`src/rtl/sync_barrier.sv`:
```
module sync_barrier #(
  parameter int NREQ = 4,
  localparam int CW = $clog2(NREQ + 1)
) (
  input  logic            clk,
  input  logic            rst_n,
  input  logic [CW-1:0]   cfg_total_i,
  input  logic [NREQ-1:0] arrive_i,
  output logic [NREQ-1:0] release_o,
  output logic [NREQ-1:0] held_o,
  output logic            depart_o,
  output logic            phase_o
);

  logic [CW-1:0]   total_q, cnt_q, cfg_fix, total_eff;
  logic [NREQ-1:0] held_q, rel_q, cand, pick;
  logic            depart_q, phase_q, idle;

  assign cfg_fix   = (cfg_total_i == '0) ? CW'(1) :
                     (cfg_total_i > CW'(NREQ)) ? CW'(NREQ) : cfg_total_i;
  assign idle      = !depart_q && (cnt_q == '0);
  assign total_eff = idle ? cfg_fix : total_q;

  assign cand = depart_q ? held_q : (arrive_i & ~held_q);
  assign pick = cand & (~cand + NREQ'(1));

  always_ff @(posedge clk) begin
    if (!rst_n) begin
      total_q  <= cfg_fix;
      cnt_q    <= '0;
      depart_q <= 1'b0;
      phase_q  <= 1'b0;
      held_q   <= '0;
      rel_q    <= '0;
    end else begin
      rel_q <= '0;
      if (idle) total_q <= cfg_fix;
      if (|pick) begin
        if (!depart_q) begin
          held_q <= held_q | pick;
          cnt_q  <= cnt_q + CW'(1);
          if (cnt_q + CW'(1) == total_eff) depart_q <= 1'b1;
        end else begin
          held_q <= held_q & ~pick;
          rel_q  <= pick;
          cnt_q  <= cnt_q - CW'(1);
          if (cnt_q == CW'(1)) begin
            depart_q <= 1'b0;
            phase_q  <= ~phase_q;
          end
        end
      end
    end
  end

  assign release_o = rel_q;
  assign held_o    = held_q;
  assign depart_o  = depart_q;
  assign phase_o   = phase_q;

endmodule

```
`config.mk`:
```
export PLATFORM = sky130hd
export DESIGN_NAME = sync_barrier
export DESIGN_NICKNAME = d
export VERILOG_FILES = /design/src/rtl/sync_barrier.sv
export SDC_FILE = /design/constraint.sdc
export NUM_CORES = 1
export LEC_CHECK = 0
export ABC_AREA = 1
export CAP_MARGIN = 20
export CORE_MARGIN = 3
export CORE_UTILIZATION = 52
export CTS_BUF_LIST = sky130_fd_sc_hd__clkbuf_4 sky130_fd_sc_hd__clkbuf_8
export DETAILED_ROUTE_END_ITERATION = 6
export GPL_TIMING_DRIVEN = 0
export PLACE_DENSITY = 0.81
export SYNTH_ARGS = -nofsm -noshare
export SYNTH_HDL_FRONTEND = slang
export SYNTH_SLANG_ARGS = --single-unit
export TNS_END_PERCENT = 20
```
`constraint.sdc`:
```
create_clock -name clk -period 1.4 [get_ports clk]
set_input_delay 0.28 -clock clk [delete_from_list [all_inputs] [get_ports clk]]
set_output_delay 0.28 -clock clk [all_outputs]
set_load 0.05 [all_outputs]
```
==> impl_metrics.json <==
{
  "max_slew.worst_pin.slew_ns": 0.287,
  "place_congestion": 0.873,
  "synth_cells": 133,
  "die-height_um": 48.6,
  "die_w_um": 48.6,
  "fin_nets": 171,
  "finalNonFillerCells": 180,
  "hold_viol_final": 0,
  "drt_first_iter_violations": 23,
  "wirelength_um": 2300,
  "synthArstFlopShare_pct": 0,
  "fmax_mhz": 696,
  "cp_num_cells": 10,
  "slew_headroom_pct": 81.0,
  "synth_area_per_cell_um2": 7.08,
  "cp_common_cell": "nand2_1",
  "cts_hold_buf": 0,
  "seq_area_frac_synth_pct": 34.0,
  "period_needed_ns": 1.44,
  "route.antenna.remaining_nets": 0,
  "dieArea_mm2": 0.00236,
  "crit_buf_inv": 1,
  "cts.htree.levels": 1,
  "io_pins": 19,
  "setup_viol_count_final": 1,
  "reg2reg_from": "cnt_q[0]",
  "slowest_delay_ns": 0.38,
  "cts_buffers": 3,
  "antenna_found_initial": 0,
  "max_cap_viol_count": 0,
  "portBuffers": 17,
  "dr_total_vias": 945,
  "synth_cell_types": 25,
  "cp_data_required_time_ns": 1.63,
  "cts_sinks": 16,
  "fin_skew_ns": 0.000908,
  "final_core_utilization_pct": 76.8,
  "cp_max_fo": 4,
  "critical-path-slowest-cell": "dfxtp_4",
  "drive_above_1_share_pct": 28.8,
  "synthFlopType": "dfxtp_1",
  "initial_core_util_pct": 58.5,
  "power.density_mw_per_mm2": 2040,
  "place_hpwl_um": 1530,
  "grtUsageTotal_pct": 18.7,
  "peakVddDrop_uv": 1330,
  "dr.pass1.iters": 4,
  "grt_first_pass_wirelength_um": 3460,
  "p_total_uw": 2530,
  "clock_latency_ns": 0.29,
  "num_antenna_cells": 0,
  "grt_start_max_net_pins": 11,
  "whs_ns": 0.214,
  "crit_arrival_ns": 1.66,
  "clk_pin_slew_ns": 0.09,
  "clockRootBuffer": "clkbuf_4",
  "path_delay_family": "simple AND/OR/NAND/NOR gates",
  "clockBufferDepth": 2,
  "ys_warn_count": 0,
  "endpoint": "depart_o",
  "first_global_vias": 820,
  "crit_type": "flip-flop to flip-flop",
  "synth_nets": 146,
  "cp-startpoint": "cnt_q[0]",
  "fillers": 133,
  "avgRoutedWirePerCell_um": 12.8,
  "status": "finished with violations",
  "r2r_end": "depart_o",
  "synth-edff-count": 0,
  "post-route-period-util_pct": 103,
  "grt_remaining_overflow": 0,
  "path_cells": "inv_4 > ha_4 > nand2_1 > nor2_1 > nand2_1 > nand3_1 > nand2_1 > nor2_1 > nand2_1 > a21oi_2",
  "placedCellCount": 174,
  "cp-end-kind": "flip-flop",
  "finalWorstSetupSlack_ns": -0.0370,
  "leakagePower_uw": 0.000604,
  "post-route-drc-count": 0,
  "core_area_mm2": 0.00161,
  "r2r_setup_slack_ns": -0.04,
  "pre_cts_slack_ns": -0.204,
  "synth_seq_cells": 16,
  "whs_path_depth": 2,
  "rsz0062_at_grt": "true",
  "rows": 14,
  "violations": "negative setup slack",
  "final_max_slew_viol_count": 0,
  "start_kind": "flip-flop",
  "cts_tree": "done",
  "vias_per_cell": 5.25,
  "r2r_cells": 10,
  "holdCritPathClass": "primary input to flip-flop",
  "syn-cell-area_um2": 942,
  "area_growth_pct": 31.3
}
[how the worst min path moves through the flow]
stage                        start         end  slack (ns)
finish                       rst_n  total_q[0]        0.21
global route                 rst_n  total_q[0]        0.24
CTS                          rst_n  total_q[0]        0.21
detailed placement       flip-flop   flip-flop        0.48
global placement         flip-flop   flip-flop        0.46
floorplan           cfg_total_i[2]  total_q[2]        0.39
[placed cells by master, fill, tap and decap left out, drive strengths merged]
master | synthesis | final
buf | 2 | 5
nand3b | 1 | 1
nand2 | 42 | 42
a211oi | 1 | 1
nor2 | 8 | 8
nor3 | 2 | 2
ha | 4 | 4
inv | 23 | 23
o21ai | 11 | 11
xnor2 | 1 | 1
and3 | 1 | 1
clkdlybuf4s50 | 0 | 7
xor2 | 1 | 1
clkbuf | 0 | 6
nand3 | 10 | 10
dfxtp | 16 | 16
a21oi | 10 | 10
clkdlybuf4s15 | 0 | 7
[kinds of logic (layout without fill, tap and decap cells)]
family | Yosys count | after routing | synth area share [%]
compound gates | 22 | 22 | 13.5
xor+xnor | 2 | 2 | 1.86
fa+ha+maj | 4 | 4 | 5.31
buf+inv | 25 | 48 | 12.2
flops | 16 | 16 | 34.0
simple gates | 64 | 64 | 33.1
[through the flow]
step / TNS [ns] / cell area [um2]
after floorplan: 0 / 953
after global placement: -1.35 / 1150
after detailed placement: -1.59 / 1150
after CTS: 0 / 1200
after global routing: -0.230 / 1240
final: -0.0370 / 1240
[per-layer routing]
layer	GRT usage, %	up-vias	wire length (um)
met5	0	-	0
li1	-	468	-
met1	21.3	420	913
met2	32.8	42	1130
met4	9.95	0	104
met3	3.68	15	149
[layout make-up]
class	instances	area [um2]	share of cell area, %
Sequential cell	16	335	27.1
Timing Repair Buffer	20	186	15.1
Clock buffer	3	22.5	1.82
Multi-Input combinational cell	92	546	44.1
Tap cell	24	30.0	2.43
Inverter	23	91.3	7.38
Buffer	2	26.3	2.12
[synth_stat cells (3+ instances only)]
library cell  count  area share, %
inv_1            21            8.4
a21oi_1           9            4.8
dfxtp_1          16             34
nor2_1            6            2.4
nand2_1          39             16
nand3_1           9            4.8
nand2_2           3            2.0
o21ai_0          10            5.3
ha_1              4            5.3
[power breakdown]
part / internal [uW] / switching (uW) / leakage [uW]
clock: 100 / 148 / 0.0000138
combinational: 597 / 991 / 0.000456
sequential: 587 / 102 / 0.000135
[what timing repair did]
item	in CTS	in global routing
gates resized for setup	30	14
setup buffers	0	3
pin swaps	1	2
endpoints found under the setup margin	11	10
Note: power is estimated with default switching activity, not from simulation.
